<file path="src/rtl/fault_wdog_pkg.sv">
package fault_wdog_pkg;
  typedef enum logic [1:0] {
    SEL_STATUS = 2'd0,
    SEL_MASK   = 2'd1,
    SEL_PERIOD = 2'd2,
    SEL_CTRL   = 2'd3
  } reg_sel_e;

  localparam int CTRL_EN_POS     = 0;
  localparam int CTRL_RESUME_POS = 1;
endpackage

</file>
<file path="src/rtl/fault_sticky_bank.sv">
module fault_sticky_bank #(
  parameter int W = 9
) (
  input  logic         clk,
  input  logic         rst_n,
  input  logic [W-1:0] set_i,
  input  logic [W-1:0] clr_i,
  output logic [W-1:0] status_o
);
  for (genvar i = 0; i < W; i++) begin : g_bit
    logic bit_q;
    always_ff @(posedge clk or negedge rst_n) begin
      if (!rst_n)         bit_q <= 1'b0;
      else if (set_i[i])  bit_q <= 1'b1;   // a live condition beats a clear
      else if (clr_i[i])  bit_q <= 1'b0;
    end
    assign status_o[i] = bit_q;
  end
endmodule

</file>
<file path="src/rtl/wdog_timer.sv">
module wdog_timer #(
  parameter int CNT_W = 16
) (
  input  logic             clk,
  input  logic             rst_n,
  input  logic             en_i,
  input  logic             hold_i,
  input  logic             kick_i,
  input  logic             reload_i,
  input  logic [CNT_W-1:0] period_i,
  output logic             timeout_o
);
  logic [CNT_W-1:0] cnt_q;
  logic             load;

  assign load = !en_i || hold_i || kick_i || reload_i;

  always_ff @(posedge clk or negedge rst_n) begin
    if (!rst_n)            cnt_q <= '0;
    else if (load)         cnt_q <= period_i;
    else if (cnt_q != '0)  cnt_q <= cnt_q - 1'b1;
  end

  assign timeout_o = en_i && !hold_i && !kick_i && (cnt_q == '0);
endmodule

</file>
<file path="src/rtl/stop_ctrl.sv">
module stop_ctrl (
  input  logic clk,
  input  logic rst_n,
  input  logic ext_stop_i,
  input  logic timeout_i,
  input  logic resume_i,
  output logic stop_o
);
  logic stop_q;

  always_ff @(posedge clk or negedge rst_n) begin
    if (!rst_n) stop_q <= 1'b0;
    else        stop_q <= ext_stop_i || timeout_i || (stop_q && !resume_i);
  end

  assign stop_o = stop_q;
endmodule

</file>
<file path="src/rtl/fault_wdog_top.sv">
module fault_wdog_top
  import fault_wdog_pkg::*;
#(
  parameter int              NUM_IN     = 8,
  parameter int              CNT_W      = 16,
  parameter int              DATA_W     = 16,
  parameter logic [CNT_W-1:0] DEF_PERIOD = 16'd100
) (
  input  logic              clk,
  input  logic              rst_n,
  input  logic [NUM_IN-1:0] fault_in,
  input  logic              ext_stop,
  input  logic              wd_kick,
  input  logic              reg_wr,
  input  logic [1:0]        reg_addr,
  input  logic [DATA_W-1:0] reg_wdata,
  output logic [DATA_W-1:0] reg_rdata,
  output logic              stop_mode,
  output logic              node_fault
);
  localparam int ST_W   = NUM_IN + 1;
  localparam int WD_BIT = NUM_IN;

  reg_sel_e         sel;
  logic             wr_status, wr_mask, wr_period, wr_ctrl, resume;
  logic [ST_W-1:0]  mask_q, status_q, set_vec, clr_vec;
  logic [CNT_W-1:0] period_q;
  logic             wd_en_q, wd_timeout;

  assign sel       = reg_sel_e'(reg_addr);
  assign wr_status = reg_wr && (sel == SEL_STATUS);
  assign wr_mask   = reg_wr && (sel == SEL_MASK);
  assign wr_period = reg_wr && (sel == SEL_PERIOD);
  assign wr_ctrl   = reg_wr && (sel == SEL_CTRL);
  assign resume    = wr_ctrl && reg_wdata[CTRL_RESUME_POS];

  always_ff @(posedge clk or negedge rst_n) begin
    if (!rst_n) begin
      mask_q   <= '1;
      period_q <= DEF_PERIOD;
      wd_en_q  <= 1'b0;
    end else begin
      if (wr_mask)   mask_q   <= reg_wdata[ST_W-1:0];
      if (wr_period) period_q <= reg_wdata[CNT_W-1:0];
      if (wr_ctrl)   wd_en_q  <= reg_wdata[CTRL_EN_POS];
    end
  end

  assign set_vec = {wd_timeout, fault_in};
  assign clr_vec = wr_status ? reg_wdata[ST_W-1:0] : '0;

  fault_sticky_bank #(.W(ST_W)) u_bank (
    .clk      (clk),
    .rst_n    (rst_n),
    .set_i    (set_vec),
    .clr_i    (clr_vec),
    .status_o (status_q)
  );

  wdog_timer #(.CNT_W(CNT_W)) u_wdog (
    .clk       (clk),
    .rst_n     (rst_n),
    .en_i      (wd_en_q),
    .hold_i    (stop_mode),
    .kick_i    (wd_kick),
    .reload_i  (resume),
    .period_i  (period_q),
    .timeout_o (wd_timeout)
  );

  stop_ctrl u_stop (
    .clk        (clk),
    .rst_n      (rst_n),
    .ext_stop_i (ext_stop),
    .timeout_i  (wd_timeout),
    .resume_i   (resume),
    .stop_o     (stop_mode)
  );

  assign node_fault = |(status_q & mask_q);

  always_comb begin
    reg_rdata = '0;
    unique case (sel)
      SEL_STATUS: reg_rdata[ST_W-1:0]  = status_q;
      SEL_MASK:   reg_rdata[ST_W-1:0]  = mask_q;
      SEL_PERIOD: reg_rdata[CNT_W-1:0] = period_q;
      SEL_CTRL:   reg_rdata[CTRL_EN_POS] = wd_en_q;
      default:    reg_rdata = '0;
    endcase
  end
endmodule

</file>
<file path="config.mk">
export PLATFORM = sky130hd
export DESIGN_NAME = fault_wdog_top
export DESIGN_NICKNAME = d
export VERILOG_FILES = /design/src/rtl/fault_wdog_pkg.sv /design/src/rtl/fault_sticky_bank.sv /design/src/rtl/wdog_timer.sv /design/src/rtl/stop_ctrl.sv /design/src/rtl/fault_wdog_top.sv
export SDC_FILE = /design/constraint.sdc
export NUM_CORES = 1
export LEC_CHECK = 0
export ABC_AREA = 1
export BUFFER_PORTS_ARGS = -buffer_cell sky130_fd_sc_hd__buf_2
export CAP_MARGIN = 20
export CORE_AREA = 5 5 82 84
export CTS_CLUSTER_DIAMETER = 30
export CTS_CLUSTER_SIZE = 10
export DETAILED_ROUTE_END_ITERATION = 12
export DIE_AREA = 0 0 87 89
export PLACE_DENSITY_LB_ADDON = 0.3
export SLEW_MARGIN = 15
export SYNTH_ARGS = -nofsm -noshare
export SYNTH_HDL_FRONTEND = slang
export SYNTH_SLANG_ARGS = --single-unit
export TNS_END_PERCENT = 5
</file>
<file path="constraint.sdc">
create_clock -name clk -period 1.5 [get_ports clk]
set_input_delay 0.225 -clock clk [delete_from_list [all_inputs] [get_ports clk]]
set_output_delay 0.225 -clock clk [all_outputs]
set_load 0.1 [all_outputs]
</file>
Word-level counts from Yosys, hierarchy flattened
Cells that the tools add are included.
{"block": "totals", "ff_bits": 52, "inputBits": 31, "out_inout_bits": 18, "word_cells": 75}
{"block": "op_classes", "addsub": 1, "eq_ne": 3, "muxes": 24, "n_bitwise": 1, "reduce_logical": 32}
{"operator": "2-to-1 mux 16 bit", "n": 2}
{"operator": "one-hot mux 8 bit (3 select lines)", "n": 1}
{"operator": "nonzero test 2 bit", "n": 10}
{"operator": "2-to-1 mux 1 bit", "n": 18}
{"operator": "zero test 16 bit", "n": 1}
{"operator": "nonzero test 16 bit", "n": 1}
{"operator": "subtractor 16 x 1 -> 16 bit (second input constant)", "n": 1}
{"operator": "AND 9 bit", "n": 1}
{"operator": "logical AND 1 bit", "n": 9}
{"operator": "2-to-1 mux 9 bit", "n": 1}
{"operator": "OR reduction 9 bit", "n": 1}
{"operator": "2-to-1 mux 7 bit", "n": 1}
{"operator": "logical OR 1 bit", "n": 5}
{"operator": "== test 2 bit (second input constant)", "n": 2}
{"operator": "zero test 1 bit", "n": 4}
{"operator": "one-hot mux 1 bit (4 select lines)", "n": 1}
{"operator": "== test 2 x 1 -> 1 bit (second input constant)", "n": 1}
{"operator": "zero test 2 bit", "n": 1}

Logic depth before layout (Yosys ltp)
{"block": "depth", "depth_word": 6, "ltp_mapped": 10, "depth_no_buf": 10}

Hierarchy
From an unflattened synthesis, not the netlist that was laid out.
{"block": "unflattened", "hier_cells": 449, "area_unflattened_um2": 3126.7}
{"mod": "fault_wdog_top", "instances": 1, "cells_per_inst": 208, "area_each_um2": 1413.9, "seq_area_each_um2": 665.6}
{"mod": "wdog_timer", "instances": 1, "cells_per_inst": 182, "area_each_um2": 1244.9, "seq_area_each_um2": 400.4}
{"mod": "fault_sticky_bank", "instances": 1, "cells_per_inst": 54, "area_each_um2": 427.9, "seq_area_each_um2": 225.2}
{"mod": "stop_ctrl", "instances": 1, "cells_per_inst": 5, "area_each_um2": 40.0, "seq_area_each_um2": 25.0}

Least setup slack after synthesis
Ideal clock, no wire load.
{"block": "synth_path", "path_type": "in2out", "startpoint": "input port reg_addr[1]", "endpoint": "output port reg_rdata[2]", "arrival_time_ns": 2.301, "t_required_ns": 1.275, "slack_ns": -1.026, "cell_stages": 5, "path_buffers": 1, "cell_sequence": "buf_4 > inv_1 > nor2_4 > clkinv_1 > o211ai_1"}
{"block": "synth_between", "elab_chain_cells": 2, "word_cells_on_any_way": 4, "classes_between": "2 x eq/ne; 1 x mux; 1 x reduce/logical"}
{"item": "from (decl)", "line_no": "fault_wdog_top.sv:15", "rtl": "input logic [1:0] reg_addr,"}
{"item": "== test 2 bit (tied with other cells)", "line_no": "fault_wdog_top.sv:84", "rtl": "unique case (sel)"}
{"item": "one-hot mux 8 bit (3 select lines) (*)", "line_no": "fault_wdog_top.sv:84"}
{"item": "to (decl)", "line_no": "fault_wdog_top.sv:17", "rtl": "output logic [DATA_W-1:0] reg_rdata,"}
Mark *: on every way between the ends. The rest lies on a longest branch, timed or not.

Worst setup path in the final report
{"block": "layout_path", "startpoint": "register u_bank.g_bit[3].bit_q", "endpoint": "output port node_fault"}
{"block": "layout_between", "elab_chain_cells": 2}
{"item": "from (decl)", "line_no": "fault_sticky_bank.sv:11", "rtl": "logic bit_q;"}
{"item": "from (signal assigned)", "line_no": "fault_sticky_bank.sv:13", "rtl": "if (!rst_n) bit_q <= 1'b0;"}
{"item": "from (signal assigned)", "line_no": "fault_sticky_bank.sv:14", "rtl": "else if (set_i[i]) bit_q <= 1'b1;"}
{"item": "from (signal assigned)", "line_no": "fault_sticky_bank.sv:15", "rtl": "else if (clr_i[i]) bit_q <= 1'b0;"}
{"item": "AND 9 bit", "line_no": "fault_wdog_top.sv:80", "rtl": "assign node_fault = |(status_q & mask_q);"}
{"item": "OR reduction 9 bit", "line_no": "fault_wdog_top.sv:80"}
{"item": "to (decl)", "line_no": "fault_wdog_top.sv:19", "rtl": "output logic node_fault"}
Every way passes these cells.

==> impl_metrics.env <==
export IMPL_outcome="complete, but fails checks"
export IMPL_violations="negative setup slack"
export IMPL_clk_path_buf_depth=2
export IMPL_slowest_stage="dfrtp_1"
export IMPL_ff_latch_area_sq_mm=0.00132
export IMPL_dr_wl_met3_um=383
export IMPL_total_power_w=0.00408
export IMPL_hold_depth=3
export IMPL_worst_ep_arrival_time_ps=1430
export IMPL_htree_levels=2
export IMPL_drv_cap=0
export IMPL_cts_buffers=5
export IMPL_rsz0062_at_grt="true"
export IMPL_place_ws_ps=11.0
export IMPL_dieArea_sq_mm=0.00774
export IMPL_wirelength_um=7160
export IMPL_start_util_pct=48.1
export IMPL_syn_inst=382
export IMPL_drc=0
export IMPL_die_y_um=89
export IMPL_ir_worst_vdd_mv=0.654
export IMPL_cp_end_kind="primary output"
export IMPL_required_ps=1270
export IMPL_antenna_found_initial=0
export IMPL_p_leak_nw=1.88
export IMPL_p_per_area_mw_per_mm2=1070
export IMPL_path_delay_family="flip-flops"
export IMPL_drt_met1_wl_um=3140
export IMPL_core_area_sq_mm=0.00585
export IMPL_final_setup_tns_ps=-310
export IMPL_fmax_ghz=0.604
export IMPL_crit_path_max_fanout=2
export IMPL_grt_max_degree=33
export IMPL_synth_nets=414
export IMPL_drt_iter0_drc=172
export IMPL_place_hpwl_um=5450
export IMPL_routed_via_density=5.09
export IMPL_hold_violations=0
export IMPL_cts_root_buf="clkbuf_8"
export IMPL_design_portCount=49
export IMPL_cp_common_cell="nand2_2"
export IMPL_placement_io_buffers=48
export IMPL_diodes=0
export IMPL_synth_area_leaders="dfrtp_1 (36%), nand2_1 (15%), dfstp_2 (11%)"
export IMPL_worstReg2RegEnd="u_wdog.cnt_q[8]$_DFFE_PN0P_"
export IMPL_gr_total_overflow=0
export IMPL_r2r_start="u_wdog.cnt_q[6]$_DFFE_PN0P_"
export IMPL_routabilityCongestion=0.919
export IMPL_setup_slack_ps=-157
export IMPL_clock_latency_ps=300
export IMPL_start_kind="flip-flop"
export IMPL_ys_types=29
export IMPL_rows=28
export IMPL_slowest_delay_ps=410
export IMPL_routedWlPerCell_um=13.4
export IMPL_rrSetupSlack_ps=70
export IMPL_hold_end="u_bank.g_bit[5].bit_q$_DFFE_PN0P_"
export IMPL_highest_layer="met4"
export IMPL_postRouteAntennaNets=0
export IMPL_fin_crit_ps=1660
export IMPL_ys_seq_area_share_pct=46.7
export IMPL_met2_length_um=3530
export IMPL_synth_cell_area_sq_mm=0.00282
export IMPL_critical_path_buf_inv_count=1
export IMPL_num_vias=2716
export IMPL_multi_input_area_sq_mm=0.00135
export IMPL_relSlewSlack_pct=67.1
export IMPL_die_x_um=87
export IMPL_grt_pass1_wl_um=11900
export IMPL_clkTransAtPathRegs_ps=100
export IMPL_worstMarginPinSlew_ps=498
export IMPL_final_nets=490
export IMPL_hold_path_class="in2reg"
export IMPL_finClkSkew_ps=8.76
export IMPL_layout_drive_gt1_share_pct=30.9
export IMPL_p_sw_w=0.00152
export IMPL_synthToLayoutAreaGrowth_pct=35.2
export IMPL_dr_pass1_iters=5
export IMPL_critPathKind="reg2out"
export IMPL_p_sw_share_pct=37.3
export IMPL_p_seq_share_pct=43.8
export IMPL_syn_area_per_cell_sq_um=7.37
export IMPL_period_share_pct=110
export IMPL_track_usage_pct=19.7
export IMPL_p_int_w=0.00256
export IMPL_synth_warning_count=0
export IMPL_power_frac_comb_pct=35.7
export IMPL_grt_pass1_vias=2636
export IMPL_synth_top_area_cell="dfrtp_1"
export IMPL_synth_top_area_share_pct=35.5
export IMPL_min_from="fault_in[5]"
export IMPL_numClockSinks=52
export IMPL_cts_tree="yes"
export IMPL_clkPwrFrac_pct=20.5
export IMPL_setup_viol=4
export IMPL_worstPathCellList="nand2_2, nand2_2, a221oi_2, nand4_1, buf_12"
export IMPL_rr_worst_depth=7
export IMPL_fill_cells=481
export IMPL_maxSlewViolCount=0
export IMPL_ys_ff_latch=52
[cell usage after synthesis, drive strengths merged]
cell type / number
dfrtp: 40
a221oi: 1
o211ai: 3
nand2: 116
dfstp: 12
ha: 1
buf: 6
clkbuf: 1
xnor2: 1
nand3: 21
a21boi: 1
a21oi: 16
clkinv: 1
nor2: 58
inv: 52
o21bai: 1
nor3b: 1
o21ai: 46
nand4: 4
[layout make-up]
type	count	area share [%]
Sequential cell	52	34.6
Multi-Input combinational cell	270	35.4
Tap cell	75	2.46
Clock buffer	6	2.17
Clock inverter	2	0.361
Inverter	53	5.42
Timing Repair Buffer	76	19.6
[worst register-to-register path: stages, from the launching register on]
cell     delay [ps]
dfrtp_1         430
nor2_1          240
nand3_1         160
nor2_2          170
nand3_4         140
nand2_1         110
nand2_1          60
nand2_1          70
[sequential cells by signal, summed over array words and instances (netlist names)]
name,flops
u_wdog.cnt_q,16
period_q,16
wd_en_q,1
mask_q,9
u_bank.g_bit.bit_q,9
u_stop.stop_o,1
[cells in the final DEF, fill, tap and decap left out, types with 6 or more instances in the layout]
master / instances
a21oi_1: 16
buf_12: 20
buf_2: 31
buf_4: 24
clkbuf_8: 6
dfrtp_1: 40
dfstp_2: 12
inv_1: 47
nand2_1: 108
nand2_2: 8
nand3_1: 14
nand3_2: 6
nor2_1: 44
nor2_2: 11
o21ai_0: 28
o21ai_1: 9
o21ai_2: 9
[metal layers]
metal | track usage [%] | up-vias
met5 | 0 | -
met4 | 5.10 | 0
met3 | 3.69 | 14
met2 | 33.3 | 85
met1 | 26.1 | 1263
li1 | - | 1354
[stage by stage]
step                utilization, %  hold slack, ps  instances  instance area, sq um
detailed placement            61.1             186        523                  3580
global placement              61.1             184        523                  3580
global route                  65.1            82.9        534                  3810
finish                        65.1            94.0        534                  3810
floorplan                        -           -70.6        382                  2840
CTS                           63.6            82.9        534                  3720
[cell families (layout without fill, tap and decap cells)]
kind of cell    after synthesis  count (layout)  synth area share (%)
compound gates               68              68                  13.9
flops                        52              52                  46.7
fa+ha+maj                     1               1                 0.444
simple gates                200             200                  29.9
xor+xnor                      1               1                 0.311
buf+inv                      60             137                  8.80
[how the worst max path moves through the flow]
stage	start	endpoint	slack [ps]	cells past startpoint
5_1_grt	u_bank.g_bit[4].bit_q$_DFFE_PN0P_	node_fault	-240	5
4_1_cts	u_bank.g_bit[3].bit_q$_DFFE_PN0P_	node_fault	-200	5
6_report	u_bank.g_bit[3].bit_q$_DFFE_PN0P_	node_fault	-160	5
2_1_floorplan	reg_addr[1]	reg_rdata[2]	-870	5
3_5_place_dp	u_wdog.cnt_q[1]$_DFFE_PN0P_	u_wdog.cnt_q[15]$_DFFE_PN0P_	10	7
3_3_place_gp	reg_addr[1]	reg_rdata[2]	40	6
[what timing repair did]
| item | in CTS | in global routing |
|---|---|---|
| resized for setup | 5 | 25 |
| buffers inserted | 2 | 0 |
| hold buffers | 1 | 0 |
| pin swaps | 3 | 12 |
| endpoints found under the setup margin | 6 | 27 |
| endpoints found under the hold margin | 9 | 0 |
[power by group through the flow]
| stage | sequential, W | clock [W] | combinational (W) |
|---|---|---|---|
| finish | 0.00179 | 0.000838 | 0.00146 |
| global route | 0.00181 | 0.000924 | 0.00159 |
| CTS | 0.00177 | 0.000869 | 0.00142 |
| detailed placement | 0.00180 | 0 | 0.00140 |
| global placement | 0.00179 | 0 | 0.00138 |
| floorplan | 0.00176 | 0 | 0.000878 |
Power figures use the tool's default switching activity.
